--- config.mk ---
export PLATFORM = sky130hd
export DESIGN_NAME = ipc_mailbox
export DESIGN_NICKNAME = d
export VERILOG_FILES = /design/src/rtl/mbox_pkg.sv /design/src/rtl/mbox_fifo.sv /design/src/rtl/mbox_irq.sv /design/src/rtl/mbox_swrst.sv /design/src/rtl/ipc_mailbox.sv
export SDC_FILE = /design/constraint.sdc
export NUM_CORES = 1
export LEC_CHECK = 0
export ABC_AREA = 1
export BUFFER_PORTS_ARGS = -buffer_cell sky130_fd_sc_hd__clkbuf_2
export CORE_UTILIZATION = 25
export CTS_BUF_LIST = sky130_fd_sc_hd__clkbuf_8
export DETAILED_ROUTE_END_ITERATION = 10
export MAX_ROUTING_LAYER = met4
export PLACE_DENSITY_LB_ADDON = 0.1
export SETUP_SLACK_MARGIN = 0.1
export SLEW_MARGIN = 0
export SYNTH_ARGS = -nofsm -noshare
export SYNTH_HDL_FRONTEND = slang
export SYNTH_SLANG_ARGS = --single-unit
export TNS_END_PERCENT = 50
--- constraint.sdc ---
create_clock -name clk -period 5.6 [get_ports clk]
set_clock_uncertainty 0.05 [all_clocks]
set_input_delay 0.84 -clock clk [delete_from_list [all_inputs] [get_ports clk]]
set_output_delay 0.84 -clock clk [all_outputs]
set_load 0.02 [all_outputs]
--- src/rtl/mbox_pkg.sv ---
package mbox_pkg;
    // Register offsets: software decodes these, so they are fixed.
    localparam int OFS_REV    = 'h000;
    localparam int OFS_CFG    = 'h010;
    localparam int OFS_STAT   = 'h014;
    localparam int OFS_MSG    = 'h040;
    localparam int OFS_FULL   = 'h080;
    localparam int OFS_COUNT  = 'h0C0;
    localparam int OFS_IRQ    = 'h100;
    localparam int IRQ_STRIDE = 8;
    localparam int IRQ_EN_OFS = 4;
    localparam int CFG_RST_BIT = 1;

    function automatic logic [31:0] rev_word(input int major, input int minor);
        rev_word = {24'h0, 4'(major), 4'(minor)};
    endfunction
endpackage

--- src/rtl/mbox_fifo.sv ---
module mbox_fifo #(
    parameter int DW    = 32,
    parameter int DEPTH = 4,
    localparam int PW   = (DEPTH > 1) ? $clog2(DEPTH) : 1,
    localparam int CW   = $clog2(DEPTH + 1)
) (
    input  logic          clk,
    input  logic          rst_n,
    input  logic          clr,
    input  logic          push,
    input  logic          pop,
    input  logic [DW-1:0] wdata,
    output logic [DW-1:0] head,
    output logic [CW-1:0] count,
    output logic          full,
    output logic          push_ok,
    output logic          nf_evt
);
    typedef struct packed {
        logic [DEPTH-1:0][DW-1:0] mem;
        logic [PW-1:0]            wp;
        logic [PW-1:0]            rp;
        logic [CW-1:0]            cnt;
    } fifo_st_t;

    fifo_st_t s_d, s_q;
    logic     pop_ok;

    function automatic logic [PW-1:0] nxt(input logic [PW-1:0] p);
        nxt = (p == PW'(DEPTH - 1)) ? '0 : p + 1'b1;
    endfunction

    assign full  = (s_q.cnt == CW'(DEPTH));
    assign count = s_q.cnt;
    assign head  = (s_q.cnt == '0) ? '0 : s_q.mem[s_q.rp];

    always_comb begin
        s_d     = s_q;
        push_ok = push && !full && !clr;
        pop_ok  = pop && (s_q.cnt != '0) && !clr;
        nf_evt  = pop_ok && full;
        if (push_ok) begin
            s_d.mem[s_q.wp] = wdata;
            s_d.wp          = nxt(s_q.wp);
        end
        if (pop_ok) s_d.rp = nxt(s_q.rp);
        if (push_ok && !pop_ok)      s_d.cnt = s_q.cnt + 1'b1;
        else if (pop_ok && !push_ok) s_d.cnt = s_q.cnt - 1'b1;
        if (clr) begin
            s_d.wp  = '0;
            s_d.rp  = '0;
            s_d.cnt = '0;
        end
    end

    always_ff @(posedge clk or negedge rst_n) begin
        if (!rst_n) s_q <= '0;
        else        s_q <= s_d;
    end


    push_drop_chk: assert property (@(posedge clk) disable iff (!rst_n)
        (push && full && !pop && !clr) |=> (count == $past(count)));

    empty_pop_chk: assert property (@(posedge clk) disable iff (!rst_n)
        (pop && count == '0 && !push && !clr) |=> (count == '0 && $stable(s_q.rp)));

    clr_empty_chk: assert property (@(posedge clk) disable iff (!rst_n)
        clr |=> (count == '0));
endmodule

--- src/rtl/mbox_irq.sv ---
module mbox_irq #(
    parameter int NE = 8
) (
    input  logic          clk,
    input  logic          rst_n,
    input  logic          clr,
    input  logic [NE-1:0] evt,
    input  logic          en_we,
    input  logic          st_we,
    input  logic [NE-1:0] wdata,
    output logic [NE-1:0] en,
    output logic [NE-1:0] st,
    output logic          irq
);
    typedef struct packed {
        logic [NE-1:0] en;
        logic [NE-1:0] st;
    } irq_st_t;

    irq_st_t s_d, s_q;

    always_comb begin
        s_d = s_q;
        if (en_we) s_d.en = wdata;
        s_d.st = (s_q.st & ~(st_we ? wdata : '0)) | evt;
        if (clr) s_d = '0;
    end

    always_ff @(posedge clk or negedge rst_n) begin
        if (!rst_n) s_q <= '0;
        else        s_q <= s_d;
    end

    assign en  = s_q.en;
    assign st  = s_q.st;
    assign irq = |(s_q.en & s_q.st);


    evt_set_chk: assert property (@(posedge clk) disable iff (!rst_n)
        ((|evt) && !clr) |=> ((st & $past(evt)) == $past(evt)));

    w1c_chk: assert property (@(posedge clk) disable iff (!rst_n)
        (st_we && !clr && evt == '0) |=> (st == ($past(st) & ~$past(wdata))));
endmodule

--- src/rtl/mbox_swrst.sv ---
module mbox_swrst #(
    parameter int RST_CYCLES = 3,
    localparam int RW = $clog2(RST_CYCLES + 1)
) (
    input  logic clk,
    input  logic rst_n,
    input  logic start,
    output logic busy
);
    typedef struct packed {
        logic [RW-1:0] cnt;
    } rst_st_t;

    rst_st_t s_d, s_q;

    always_comb begin
        s_d = s_q;
        if (start)                s_d.cnt = RW'(RST_CYCLES);
        else if (s_q.cnt != '0)   s_d.cnt = s_q.cnt - 1'b1;
    end

    always_ff @(posedge clk or negedge rst_n) begin
        if (!rst_n) s_q <= '0;
        else        s_q <= s_d;
    end

    assign busy = (s_q.cnt != '0);


    start_busy_chk: assert property (@(posedge clk) disable iff (!rst_n)
        start |=> busy);
endmodule

--- src/rtl/ipc_mailbox.sv ---
module ipc_mailbox
    import mbox_pkg::*;
#(
    parameter int NUM_BOX    = 4,
    parameter int NUM_USER   = 2,
    parameter int DEPTH      = 4,
    parameter int RST_CYCLES = 3,
    parameter int REV_MAJOR  = 2,
    parameter int REV_MINOR  = 0,
    parameter int AW         = 9
) (
    input  logic                clk,
    input  logic                rst_n,
    input  logic                bus_rd,
    input  logic                bus_wr,
    input  logic [AW-1:0]       bus_addr,
    input  logic [31:0]         bus_wdata,
    output logic [31:0]         bus_rdata,
    output logic [NUM_USER-1:0] irq_out
);
    localparam int NE = 2 * NUM_BOX;
    localparam int CW = $clog2(DEPTH + 1);
    localparam logic [31:0] REV_VAL = rev_word(REV_MAJOR, REV_MINOR);

    logic [31:0]        head_v  [NUM_BOX];
    logic [CW-1:0]      count_v [NUM_BOX];
    logic [NUM_BOX-1:0] full_v, push_v, pop_v, push_ok_v, nf_v;
    logic [NE-1:0]      evt;
    logic [NE-1:0]      en_v [NUM_USER];
    logic [NE-1:0]      st_v [NUM_USER];
    logic [NUM_USER-1:0] en_we_v, st_we_v;
    logic               rst_start, rst_busy;

    assign rst_start = bus_wr && (bus_addr == AW'(OFS_CFG)) && bus_wdata[CFG_RST_BIT];

    mbox_swrst #(.RST_CYCLES(RST_CYCLES)) u_swrst (
        .clk(clk), .rst_n(rst_n), .start(rst_start), .busy(rst_busy)
    );

    for (genvar m = 0; m < NUM_BOX; m++) begin : g_box
        assign push_v[m] = bus_wr && (bus_addr == AW'(OFS_MSG + 4 * m));
        assign pop_v[m]  = bus_rd && (bus_addr == AW'(OFS_MSG + 4 * m));
        assign evt[2*m]   = push_ok_v[m];
        assign evt[2*m+1] = nf_v[m];

        mbox_fifo #(.DW(32), .DEPTH(DEPTH)) u_fifo (
            .clk(clk), .rst_n(rst_n), .clr(rst_busy),
            .push(push_v[m]), .pop(pop_v[m]), .wdata(bus_wdata),
            .head(head_v[m]), .count(count_v[m]), .full(full_v[m]),
            .push_ok(push_ok_v[m]), .nf_evt(nf_v[m])
        );
    end

    for (genvar u = 0; u < NUM_USER; u++) begin : g_user
        assign st_we_v[u] = bus_wr && (bus_addr == AW'(OFS_IRQ + IRQ_STRIDE * u));
        assign en_we_v[u] = bus_wr && (bus_addr == AW'(OFS_IRQ + IRQ_STRIDE * u + IRQ_EN_OFS));

        mbox_irq #(.NE(NE)) u_irq (
            .clk(clk), .rst_n(rst_n), .clr(rst_busy), .evt(evt),
            .en_we(en_we_v[u]), .st_we(st_we_v[u]), .wdata(bus_wdata[NE-1:0]),
            .en(en_v[u]), .st(st_v[u]), .irq(irq_out[u])
        );
    end

    always_comb begin
        bus_rdata = '0;
        if (bus_addr == AW'(OFS_REV))  bus_rdata = REV_VAL;
        if (bus_addr == AW'(OFS_CFG))  bus_rdata = 32'(rst_busy) << CFG_RST_BIT;
        if (bus_addr == AW'(OFS_STAT)) bus_rdata = 32'(!rst_busy);
        for (int m = 0; m < NUM_BOX; m++) begin
            if (bus_addr == AW'(OFS_MSG + 4 * m))   bus_rdata = head_v[m];
            if (bus_addr == AW'(OFS_FULL + 4 * m))  bus_rdata = 32'(full_v[m]);
            if (bus_addr == AW'(OFS_COUNT + 4 * m)) bus_rdata = 32'(count_v[m]);
        end
        for (int u = 0; u < NUM_USER; u++) begin
            if (bus_addr == AW'(OFS_IRQ + IRQ_STRIDE * u))              bus_rdata = 32'(st_v[u]);
            if (bus_addr == AW'(OFS_IRQ + IRQ_STRIDE * u + IRQ_EN_OFS)) bus_rdata = 32'(en_v[u]);
        end
    end


    busy_quiet_chk: assert property (@(posedge clk) disable iff (!rst_n)
        rst_busy |=> (irq_out == '0));
endmodule

Word-level counts from Yosys, hierarchy flattened
Cells that the tools add are included.
{ "word_totals": {"out_inout_bits": 34, "mem_count": 0, "word_cells": 265, "register_bits": 574, "rom_bits": 0, "mem_bits_rw": 0, "latch_bits": 0} }
{ "classes": {"n_mul": 0, "magnitude_cmp": 12, "muxes": 79, "n_addsub": 17, "reduce_logical": 86, "n_div": 0, "n_bitwise": 8, "shifts": 0, "n_eq_ne": 30} }
{ "op_table": {"columns": ["operator", "n"], "rows": [
  ["$mux 32", 29],
  ["$bwmux 128", 4],
  ["$bmux 32 s2", 4],
  ["$demux 32 s2", 4],
  ["$eq 9x8->1 const B", 8],
  ["$logic_and 1x1->1", 46],
  ["$eq 9x7->1 const B", 4],
  ["$eq 9x9->1 const B", 4],
  ["$mux 2", 18],
  ["$and 8x8->8", 4],
  ["$mux 16", 2],
  ["$mux 8", 4],
  ["$mux 7", 4],
  ["$lt 2x3->1 const B", 8],
  ["$mux 3", 8],
  ["$reduce_bool 2->1", 12],
  ["$reduce_bool 3->1", 8],
  ["$eq 9x5->1 const B", 2],
  ["$add 2x1->2 const B", 8],
  ["$eq 2x2->1 const B", 8],
  ["$not 8->8", 2],
  ["$or 8x8->8", 2],
  ["$reduce_or 8->1", 2],
  ["$logic_not 1->1", 13],
  ["8 further kinds", 24]
]} }

Longest topological paths before layout
Gate-level depths: netlist of run 1.
{ "depth": {"depth_word": 20, "ltp_mapped": 16, "mapped_depth_nobuf": 16} }

Cells and area by module
Synthesis of run 1 repeated with hierarchy kept, for this count alone.
{ "unflattened": {"cells_unflattened": 3537, "hier_area_um2": 30376.6} }
{ "by_module_without_submodules": {"columns": ["module", "n_inst", "area_per_inst_um2", "cells_per_inst", "seq_area_each_um2"], "rows": [
  ["mbox_fifo", 4, 6819.0, 758, 3378.2],
  ["ipc_mailbox", 1, 1525.2, 307, 0.0],
  ["mbox_irq", 2, 734.5, 92, 400.4],
  ["mbox_swrst", 1, 106.4, 14, 50.0]
]} }

Worst setup path after synthesis of run 1
OpenSTA, ideal clock, no wires.
{ "synth_path": {"path_type": "in2out", "start": "input port bus_addr[6]", "end": "output port bus_rdata[11]", "setup_slack_ps": 2423, "t_arrival_ps": 2287, "stages": 8, "path_cell_list": "inv_2 > nor2_2 > nand3_4 > nor2_2 > inv_2 > clkbuf_1 > a311o_1 > a21oi_1"} }
{ "synth_via": {"elab_chain_len": 17, "word_cells_on_any_way": 32, "classes_between": "eq/ne (16); mux (16)"} }
{ "synth_lines": {"columns": ["item", "line_no", "text"], "rows": [
  ["start: declaration", "ipc_mailbox.sv:16", "input logic [AW-1:0] bus_addr,"],
  ["$eq 9x7->1", "ipc_mailbox.sv:71", "if (bus_addr == AW'(OFS_MSG + 4 * m)) bus_rdata = head_v[m];"],
  ["$mux 32", "ipc_mailbox.sv:71", null],
  ["$mux 32", "ipc_mailbox.sv:72", "if (bus_addr == AW'(OFS_FULL + 4 * m)) bus_rdata = 32'(full_v[m]);"],
  ["$mux 32", "ipc_mailbox.sv:73", "if (bus_addr == AW'(OFS_COUNT + 4 * m)) bus_rdata = 32'(count_v[m]);"],
  ["$mux 32", "ipc_mailbox.sv:71", null],
  ["$mux 32", "ipc_mailbox.sv:72", null],
  ["$mux 32", "ipc_mailbox.sv:73", null],
  ["$mux 32", "ipc_mailbox.sv:71", null],
  ["$mux 32", "ipc_mailbox.sv:72", null],
  ["$mux 32", "ipc_mailbox.sv:73", null],
  ["$mux 32", "ipc_mailbox.sv:71", null],
  ["$mux 32", "ipc_mailbox.sv:72", null],
  ["$mux 32", "ipc_mailbox.sv:73", null],
  ["$mux 32", "ipc_mailbox.sv:76", "if (bus_addr == AW'(OFS_IRQ + IRQ_STRIDE * u)) bus_rdata = 32'(st_v[u]);"],
  ["$mux 32", "ipc_mailbox.sv:77", "if (bus_addr == AW'(OFS_IRQ + IRQ_STRIDE * u + IRQ_EN_OFS)) bus_rdata = 32'(en_v[u]);"],
  ["$mux 32", "ipc_mailbox.sv:76", null],
  ["$mux 32 *", "ipc_mailbox.sv:77", null],
  ["end: declaration", "ipc_mailbox.sv:18", "output logic [31:0] bus_rdata,"]
]} }
Mark *: on every way between the ends. The rest lies on a longest branch, timed or not.

Final worst setup path of run 1
{ "layout_path": {"start": "input port bus_addr[8]", "end": "output port bus_rdata[2]"} }
{ "layout_via": {"elab_chain_len": 19, "word_cells_on_any_way": 36, "classes_between": "eq/ne (18); mux (18)"} }
{ "layout_lines": {"columns": ["item", "line_no", "text"], "rows": [
  ["$eq 9x5->1", "ipc_mailbox.sv:68", "if (bus_addr == AW'(OFS_CFG)) bus_rdata = 32'(rst_busy) << CFG_RST_BIT;"],
  ["$mux 6", "ipc_mailbox.sv:68", null],
  ["$mux 32", "ipc_mailbox.sv:69", "if (bus_addr == AW'(OFS_STAT)) bus_rdata = 32'(!rst_busy);"],
  ["$mux 32", "ipc_mailbox.sv:71", null],
  ["$mux 32", "ipc_mailbox.sv:72", null],
  ["$mux 32", "ipc_mailbox.sv:73", null],
  ["$mux 32", "ipc_mailbox.sv:71", null],
  ["$mux 32", "ipc_mailbox.sv:72", null],
  ["[3 not listed]", null, null],
  ["$mux 32", "ipc_mailbox.sv:73", null],
  ["$mux 32", "ipc_mailbox.sv:71", null],
  ["$mux 32", "ipc_mailbox.sv:72", null],
  ["$mux 32", "ipc_mailbox.sv:73", null],
  ["$mux 32", "ipc_mailbox.sv:76", null],
  ["$mux 32", "ipc_mailbox.sv:77", null],
  ["$mux 32", "ipc_mailbox.sv:76", null],
  ["$mux 32 *", "ipc_mailbox.sv:77", null]
]} }
Marked as above.

==> results.txt, run 1 <==
----------------------------------------------------
[Status]
  Run status ... finished clean

[Global routing]
  GRT Resource Usage Total ... 18.18%
  Via count of the first global-routing pass ... 23360
  Antenna violations before repair ... 1
  First-pass GRT wire length ... 149.3 mm
  GRT overflow ... 0
  Pin count of the biggest net entering global routing ... 136

[CTS]
  Max Buffers Root-to-Sink ... 3
  Number of buffers created by CTS ... 108
  Sinks on the clock net ... 574
  Clock root cell ... sky130_fd_sc_hd__clkbuf_8
  Worst-Skew Late Latency ... 0.75 ns
  Clock tree from TritonCTS ... built
  Count of buffers added by post-CTS timing repair for setup ... 0
  Clock transition at the registers of the reported paths ... 0.06 ns
  Count of H-tree levels built during CTS ... 3

[Worst setup path]
  Crit-path max FO ... 25
  Critical path required time ... 4.71 ns
  Worst setup path category ... primary input to primary output
  Critical path endpoint category ... primary output
  Arrival time worst endpoint ... 3.82 ns
  Origin of the worst setup path ... bus_addr[8]
  Capture point of the worst path ... bus_rdata[2]
  Worst-case register-to-register setup slack ... 2.75 ns
  Number of cells on the worst reg-to-reg path ... 10
  Endpoint of the most critical register-to-register path ... g_box[0].u_fifo.count[2]
  CP startpoint kind ... primary input
  Worst r2r src ... g_box[0].u_fifo.count[0]

[Worst hold path]
  Min-delay worst type ... primary input to register

[STA]
  Relative slew slack ... 28.64%
  FMAX ... 212.5 MHz
  Final Cycle Share ... 84.04%
  Number of failing hold endpoints at the final stage ... 0
  Final period demand of the worst path ... 4.706 ns
  Total Neg Setup Slack ... 0 ns
  Number of pins with negative max-slew slack in the final report ... 0
  RSZ-0062 raised after global routing ... no
  Total of endpoints with negative setup slack in the final report ... 0
  Transition time at the pin with the least slew margin ... approximately 1.1 ns

[Logic synthesis]
  Mean Syn Cell Area ... 8.335 um^2
  Yosys top cell area share ... a little over half
  Count of synthesis-stage warnings from yosys ... 0
  Synthesized area ... approximately 27000 um^2
  Count of flip-flops with a built-in enable after synthesis ... 0
  Post-synth ARST share ... 100.0%
  Register bit count reported by yosys ... 574
  Synth Net Count ... between 3000 and 4000
  Leading area contributor after synthesis ... sky130_fd_sc_hd__dfrtp_1
  Count of different cell masters after synthesis ... 48
  Most common flop cell mapped by yosys ... sky130_fd_sc_hd__dfrtp_1
  Sequential area share after synthesis ... 52.61%
  Cells after synthesis ... 3276
  Synth top area cells ... sky130_fd_sc_hd__dfrtp_1 (53%), sky130_fd_sc_hd__nand2_1 (11%), sky130_fd_sc_hd__o21ai_1 (7.3%)

[Final layout]
  Finished Layout Cells ... 4754
  Utilization after layout ... 28.81%
  Number of nets in the finished design ... roughly 3300
  Fillers ... 11580
  Share of layout cells above drive strength 1 ... between 10% and 20%
  Leading cell type in the layout, fill and taps excluded ... sky130_fd_sc_hd__nand2_1
  Most frequent cells in the layout ... sky130_fd_sc_hd__nand2_1 (821), sky130_fd_sc_hd__dfrtp_1 (570), sky130_fd_sc_hd__o21ai_1 (400)
  Layout overhead on the synthesized area ... 13.60%

[Drt]
  Vias per std cell ... between 4 and 5
  Count of routing violations after the opening detailed-route iteration ... 1439
  Antenna Nets Post-Route ... 0
  Total wire length ... 96.95 mm
  Total iterations of the first detailed-routing run ... 5
  Overall via count from detail_route ... 23000
  Post-detailed-route DRC marker count ... 0
  Routed length per instance ... around 20 um

[Die]
  Initial core utilization ... 25.36%
  Num ports ... 79
  Site Rows ... 120
  Die width ... roughly 330 um
  Die ar. ... around 110000 um^2
  Core outline area ... 107700 um^2
  Die Y ... 332.5 um

[Power]
  Worst ir drop on vdd ... 0.1608 mV
  Total power density per cell area ... 307.4 nW/um^2
  Leakage power figure ... 14.13 nW

[Place]
  Number of instances in the placed design ... ~4600
  Routability-driven placement congestion ratio ... 0.8479
  Port buffer count ... between 70 and 80
  Detailed Place HPWL ... 61.03 mm

[Job]
  Maxcap violations ... 0

----------------------------------------------------
per-layer routing:
metal	vias up	part of all wire (%)	GRT usage, %
li1	11050	-	-
met5	-	0	-
met4	0	3.6	6.619
met3	186	3.6	2.390
met2	495	48	30.08
met1	11270	45	22.63
report_power, final:
| group | switching [mW] | internal (mW) |
|---|---|---|
| Clock | 1.92 | 2.40 |
| Combinational | 0.693 | 0.194 |
| Sequential | 0.0834 | 4.24 |
| Total | 2.70 | 6.84 |
worst min path at each step:
| stage | from | to | slack (ns) | cells past startpoint |
|---|---|---|---|---|
| 2_1_floorplan | g_box[1].u_fifo.s_q[100] | g_box[1].u_fifo.s_q[100] | 0.40 | 2 |
| 3_3_place_gp | g_box[1].u_fifo.s_q[88] | g_box[1].u_fifo.s_q[88] | 0.41 | 2 |
| 3_5_place_dp | g_box[1].u_fifo.s_q[39] | g_box[1].u_fifo.s_q[39] | 0.42 | 2 |
| 4_1_cts | bus_wdata[7] | g_user[0].u_irq.en[7] | 0.26 | 3 |
| 5_1_grt | bus_wdata[7] | g_user[0].u_irq.en[7] | 0.29 | 3 |
| 6_report | bus_wdata[7] | g_user[0].u_irq.en[7] | 0.33 | 3 |
synth_stat cells (all sizes together) (2+ instances only):
library cell  number
o22ai            106
clkbuf           135
nand2            841
nor2             258
a221oi             2
a311o              6
a22o               6
xnor2              4
buf              112
a32o              18
o31ai              7
a21oi            115
dfrtp            574
o211ai             9
o211a             18
clkinv             7
nor3              35
nand4             16
xor2               4
fa                 4
o21ai            800
inv              119
ha                22
o22a               4
a31oi              2
nand3             47
registers in the layout, indices dropped and copies added, names as in the netlist:
signal	cells
g_box.u_fifo.s_q	528
g_user.u_irq.en	16
g_user.u_irq.st	16
g_box.u_fifo.count	12
u_swrst.s_q	2
critical path: stages:
cell and delay (ns):
sky130_fd_sc_hd__clkbuf_2 0.15, sky130_fd_sc_hd__inv_1 0.33, sky130_fd_sc_hd__nand3_4 0.21, sky130_fd_sc_hd__nor2_1 0.13, sky130_fd_sc_hd__nand2_1 0.50, sky130_fd_sc_hd__inv_1 0.53, sky130_fd_sc_hd__nand2_1 0.13, sky130_fd_sc_hd__nand3_1 0.09
sky130_fd_sc_hd__nand2_1 0.07, sky130_fd_sc_hd__nand2_1 0.06, sky130_fd_sc_hd__nand2_1 0.06, sky130_fd_sc_hd__a21o_1 0.21, sky130_fd_sc_hd__nand4_1 0.09, sky130_fd_sc_hd__o21ai_0 0.12, sky130_fd_sc_hd__nand3_1 0.10, sky130_fd_sc_hd__clkbuf_2 0.18
cells by family after synthesis:
logic type | count (synthesis) | share of synthesized area, %
AND/OR/NAND/NOR | 1199 | 17.94
AO/OA/AOI/OAI | 1096 | 21.89
flip-flops | 574 | 52.61
buffers and inverters | 373 | 6.007
adder cells (fa/ha/maj) | 26 | 1.301
XOR/XNOR | 8 | 0.2566
timing repair:
| item | 4_1_cts | 5_1_grt |
|---|---|---|
| hold buffers | 1 | 0 |
| hold endpoints to repair | 33 | 0 |
| gates resized for setup | 0 | 0 |
layout make-up:
cell class / count / area (um^2) / share of cell area (%)
Clock inverter: 51 / 310.3 / 1.000
Antenna cell: 2 / 5.005 / 0.01614
Inverter: 126 / 479.2 / 1.545
Multi-Input combinational cell: 2329 / 11300 / 36.45
Timing Repair Buffer: 124 / 798.3 / 2.574
Sequential cell: 574 / 14370 / 46.33
Clock buffer: 145 / 1996 / 6.434
Tap cell: 1403 / 1755 / 5.660
metrics by stage:
stage	power [mW]	cell area [um^2]	hold WS [ns]	worst slack [ns]
CTS	9.746	31010	0.2572	0.8907
detailed placement	5.313	28700	0.4173	0.9204
global placement	5.294	28700	0.4110	0.9430
floorplan	4.867	27300	0.3978	2.423
finish	9.536	31020	0.3280	0.8936
global route	10.01	31010	0.2865	0.5997
(Power assumes the default switching activity.)
==> inputs of run 2 (changes only) <==
Settings changed: ABC_AREA 1 to 0.
Clock period 5.6 ns to 3.8 ns, I/O delays scaled along.
==> run 2 against run 1 <==
Against the previous run:
- flip-flop and latch count stayed put
- largest power group unchanged
- clock power grew 42%
- clock-buffer cell count decreased by 6
- sequential share of layout area shrank 1.3 points
- critical endpoint is now bus_rdata[6]
- global-route usage down 2.2 points
- cell count decreased by 26%
- sequential power rose by 43%
- register-to-register slack lost 1.7 ns
- hold slack got worse by 0.080 ns
- largest cell class unchanged
- die area increased by 0.74%
- utilization increased by 0.48 points
==> results.txt, run 2 <==
----------------------------------------------------
[Status]
  Run status ... finished clean (unchanged)

[Global routing]
  GRT overflow ... 0 (unchanged)
  Via count of the first global-routing pass ... 17930 (was 23360)
  Pin count of the biggest net entering global routing ... 93 (was 136)
  GRT Resource Usage Total ... 15.94% (was 18.18%)
  Antenna violations before repair ... 2 (was 1)
  First-pass GRT wire length ... 126.7 mm (was 149.3 mm)

[CTS]
  Clock transition at the registers of the reported paths ... 0.05 ns (was 0.06 ns)
  Worst-Skew Late Latency ... 0.74 ns (was 0.75 ns)
  Clock tree from TritonCTS ... built (unchanged)
  Clock root cell ... sky130_fd_sc_hd__clkbuf_8 (unchanged)
  Count of H-tree levels built during CTS ... 3 (unchanged)
  Sinks on the clock net ... 574 (unchanged)
  Number of buffers created by CTS ... 106 (was 108)
  Max Buffers Root-to-Sink ... 3 (unchanged)

[Logic synthesis]
  Mean Syn Cell Area ... 14.48 um^2 (was 8.335 um^2)
  Count of synthesis-stage warnings from yosys ... 0 (unchanged)
  Synth Net Count ... 1971 (was 3347)
  Synthesized area ... 27510 um^2 (was 27300 um^2)
  Compound-gate portion of the synthesized area ... 4.721% (was 21.89%)
  Library cell with the highest instance count after synthesis ... sky130_fd_sc_hd__dfrtp_1 (was sky130_fd_sc_hd__nand2_1)
  Adder and majority gate portion of the synthesized area ... 1.292% (was 1.301%)
  Cells after synthesis ... 1900 (was 3276)
  Yosys top cell area share ... 52.22% (was 52.61%)
  Sequential area share after synthesis ... 52.22% (was 52.61%)
  Count of flip-flops with a built-in enable after synthesis ... 0 (unchanged)
  Share of synthesized area spent on multiplexers ... 31.96% (was 0%)
  Leading area contributor after synthesis ... sky130_fd_sc_hd__dfrtp_1 (unchanged)
  Dominant combinational cell family by area after synthesis ... multiplexers (was compound AO/OA/AOI/OAI gates)
  Synth top area cells ... sky130_fd_sc_hd__dfrtp_1 (52%), sky130_fd_sc_hd__mux2_2 (18%), sky130_fd_sc_hd__mux4_2 (10%) (was sky130_fd_sc_hd__dfrtp_1 (53%), sky130_fd_sc_hd__nand2_1 (11%), sky130_fd_sc_hd__o21ai_1 (7.3%))
  Simple-Gate Fraction of Synth Area ... 5.681% (was 17.94%)
  Post-synth ARST share ... 100.0% (unchanged)
  Top cells by count, synth ... sky130_fd_sc_hd__dfrtp_1 (574), sky130_fd_sc_hd__mux2_2 (433), sky130_fd_sc_hd__mux4_2 (128) (was sky130_fd_sc_hd__nand2_1 (821), sky130_fd_sc_hd__dfrtp_1 (574), sky130_fd_sc_hd__o21ai_1 (400))
  Most common flop cell mapped by yosys ... sky130_fd_sc_hd__dfrtp_1 (unchanged)
  Post-synthesis xor/xnor area fraction ... 0.3821% (was 0.2566%)
  Register bit count reported by yosys ... 574 (unchanged)
  Count of different cell masters after synthesis ... 71 (was 48)

[Drt]
  Post-detailed-route DRC marker count ... 0 (unchanged)
  Antenna Nets Post-Route ... 0 (unchanged)
  Overall via count from detail_route ... 16660 (was 23000)
  Total iterations of the first detailed-routing run ... 6 (was 5)
  Vias per std cell ... 4.753 (was 4.838)
  Total wire length ... 84.96 mm (was 96.95 mm)
  Routed length per instance ... 24.24 um (was 20.39 um)
  Count of routing violations after the opening detailed-route iteration ... 936 (was 1439)

[Final layout]
  Layout overhead on the synthesized area ... 16.06% (was 13.60%)
  Largest register by flop count ... g_box.u_fifo.s_q (unchanged)
  Leading cell type in the layout, fill and taps excluded ... sky130_fd_sc_hd__dfrtp_1 (was sky130_fd_sc_hd__nand2_1)
  Most frequent cells in the layout ... sky130_fd_sc_hd__dfrtp_1 (566), sky130_fd_sc_hd__mux2_2 (433), sky130_fd_sc_hd__clkbuf_8 (139) (was sky130_fd_sc_hd__nand2_1 (821), sky130_fd_sc_hd__dfrtp_1 (570), sky130_fd_sc_hd__o21ai_1 (400))
  Reg area ... 14390 um^2 (was 14370 um^2)
  Share of layout cells above drive strength 1 ... 44.90% (was 10.93%)
  Total area of multi-input combinational cells ... 12170 um^2 (was 11300 um^2)
  Fillers ... 10940 (was 11580)
  Flip-flop count of the largest register after layout ... 528 (unchanged)
  Number of nets in the finished design ... 2077 (was 3334)

[Die]
  Num ports ... 79 (unchanged)
  Die ar. ... 111400 um^2 (was 110500 um^2)
  Die Y ... 333.7 um (was 332.5 um)
  Core outline area ... 109000 um^2 (was 107700 um^2)
  Die width ... 333.7 um (was 332.5 um)
  Site Rows ... 121 (was 120)
  Initial core utilization ... 25.24% (was 25.36%)

[STA]
  RSZ-0062 raised after global routing ... yes (was no)
  Total Neg Setup Slack ... 0 ns (unchanged)
  Hold Slack ... 0.2483 ns (was 0.3280 ns)
  Final Cycle Share ... 95.07%
  FMAX ... 276.8 MHz
  Final period demand of the worst path ... ~3.6 ns
  Transition time at the pin with the least slew margin ... 0.7267 ns (was 1.070 ns)
  Relative slew slack ... 51.42% (was 28.64%)
  Number of failing hold endpoints at the final stage ... 0 (unchanged)
  Number of pins with negative max-slew slack in the final report ... 0 (unchanged)
  Total of endpoints with negative setup slack in the final report ... 0 (unchanged)

[Worst setup path]
  Critical path required time ... 3.18 ns (was 4.71 ns)
  Crit path buffers/inverters ... 2 (was 4)
  Max incr delay on CP ... 0.49 ns (was 0.53 ns)
  Worst setup path category ... register to primary output (was primary input to primary output)
  Crit-path max FO ... 21 (was 25)
  CP startpoint kind ... register (was primary input)
  Arrival time worst endpoint ... 2.99 ns (was 3.82 ns)
  Critical path endpoint category ... primary output (unchanged)
  Standard cell with the maximum stage delay on the critical path ... sky130_fd_sc_hd__or3_1 (was sky130_fd_sc_hd__inv_1)
  Top Family by Delay on Critical Path ... simple AND/OR/NAND/NOR gates (unchanged)
  Chain of cells forming the critical path ... or3_1, and4_2, buf_6, a2bb2oi_1, a32oi_1, a221o_1, clkbuf_2 (was clkbuf_2, inv_1, nand3_4, nor2_1, nand2_1, inv_1, nand2_1, nand3_1, nand2_1, nand2_1, nand2_1, a21o_1, nand4_1, o21ai_0, nand3_1, clkbuf_2)
  Worst-case register-to-register setup slack ... 1.05 ns (was 2.75 ns)

[Power]
  Sequential power share ... 47.6% (was 45.3%)
  Fraction of power spent switching nets ... 24.77% (was 28.29%)
  Combinational share of power ... 4.9% (was 9.3%)
  Worst ir drop on vdd ... 0.2672 mV (was 0.1608 mV)
  Internal Power ... 9.749 mW (was 6.839 mW)
  Clock share of power ... 47.4% (was 45.3%)
  Net Sw Power ... 3.209 mW (was 2.697 mW)
  Leakage power figure ... 15.47 nW (was 14.13 nW)
  Total power density per cell area ... 405.9 nW/um^2 (was 307.4 nW/um^2)

[Place]
  Detailed Place HPWL ... 53.46 mm (was 61.03 mm)
  Port buffer count ... 78 (unchanged)
  Routability-driven placement congestion ratio ... 0.8288 (was 0.8479)

[Job]
  Maxcap violations ... 0 (unchanged)

[Worst hold path]
  Min-delay worst type ... primary input to register (unchanged)

----------------------------------------------------
-- run 2: changes by cell type after synthesis, moves of 25 or more --
cell	before	now
sky130_fd_sc_hd__a22oi_1	0	62
sky130_fd_sc_hd__nor2_1	244	27
sky130_fd_sc_hd__o21ai_0	388	21
sky130_fd_sc_hd__inv_1	102	21
sky130_fd_sc_hd__nor2b_1	0	25
sky130_fd_sc_hd__mux4_2	0	128
sky130_fd_sc_hd__mux2_2	0	433
sky130_fd_sc_hd__o22ai_1	106	2
sky130_fd_sc_hd__buf_2	85	12
sky130_fd_sc_hd__a21oi_1	115	23
sky130_fd_sc_hd__clkbuf_1	135	85
sky130_fd_sc_hd__mux2_1	0	81
sky130_fd_sc_hd__o21ai_1	400	0
sky130_fd_sc_hd__nand2_1	821	100
-- run 2: cells by family after synthesis --
group,count (synthesis)
AO/OA/AOI/OAI,179
adder cells (fa/ha/maj),26
multiplexers,654
buffers and inverters,184
AND/OR/NAND/NOR,271
XOR/XNOR,12
flip-flops,574
-- run 2: power by group through the flow --
stage               clock (mW)  combinational [mW]  sequential, mW
global route              6.68               0.715            6.17
detailed placement           0               0.660            6.28
CTS                       6.43               0.664            6.17
global placement             0               0.649            6.28
finish                    6.15               0.640            6.17
floorplan                    0               0.321            6.28
-- run 2: worst paths after layout --
path	start	to	depth (start not counted)
setup / recovery	g_box[0].u_fifo.count[1]	bus_rdata[6]	7
hold / removal	bus_wdata[11]	g_box[2].u_fifo.s_q[50]	2
setup reg to reg	g_box[2].u_fifo.count[1]	g_box[2].u_fifo.count[2]	9
hold reg to reg	g_box[0].u_fifo.s_q[101]	g_box[0].u_fifo.s_q[101]	1
max in group asynchronous	rst_n	g_box[1].u_fifo.s_q[54]	3
min in group asynchronous	rst_n	g_box[0].u_fifo.s_q[104]	2
-- run 2: worst register-to-register path, cell delays in order, from the launching register on --
cell                        delay [ns]
sky130_fd_sc_hd__dfrtp_1          0.44
sky130_fd_sc_hd__or3b_2           0.55
sky130_fd_sc_hd__nand2_1          0.26
sky130_fd_sc_hd__nor2_8           0.09
sky130_fd_sc_hd__and2_1           0.17
sky130_fd_sc_hd__fa_1             0.37
sky130_fd_sc_hd__a2111oi_0        0.29
sky130_fd_sc_hd__a41oi_1          0.10
sky130_fd_sc_hd__xnor2_1          0.16
sky130_fd_sc_hd__and2_1           0.15
-- run 2: area by class of cell --
cell class	count	share of cell area (%)
Antenna cell	2	0.01568
Clock buffer	139	5.992
Clock inverter	52	0.9445
Sequential cell	574	45.06
Tap cell	1414	5.542
Multi-Input combinational cell	1142	38.13
Inverter	21	0.2469
Timing Repair Buffer	161	4.068
-- run 2: timing repair --
item                                    CTS  global route
gates cloned                              0             0
endpoints found under the setup margin   30             5
setup buffers                            10             0
hold buffers                              1             0
endpoints found under the hold margin    49             0
resized for setup                        13             4
-- run 2: per-layer routing --
| layer | track usage (%) | vias to the layer above | wire, um |
|---|---|---|---|
| li1 | - | 7270 | - |
| met1 | 20.58 | 8981 | 39170 |
| met2 | 25.82 | 285 | 41060 |
| met3 | 2.424 | 122 | 2740 |
| met4 | 4.704 | 0 | 1990 |
| met5 | - | - | 0 |
-- run 2: per-stage QoR --
stage / util [%] / power (mW) / std cells / setup slack [ns] / area (um^2)
global route: 29.29 / 13.57 / 3505 / 0.07627 / 31930
CTS: 29.27 / 13.26 / 3503 / 0.001530 / 31910
detailed placement: 27.10 / 6.940 / 3301 / 0.3683 / 29540
floorplan: - / 6.597 / 1900 / 0.4927 / 27510
global placement: 27.10 / 6.926 / 3301 / 0.3495 / 29540
finish: 29.29 / 12.96 / 3505 / 0.1873 / 31930
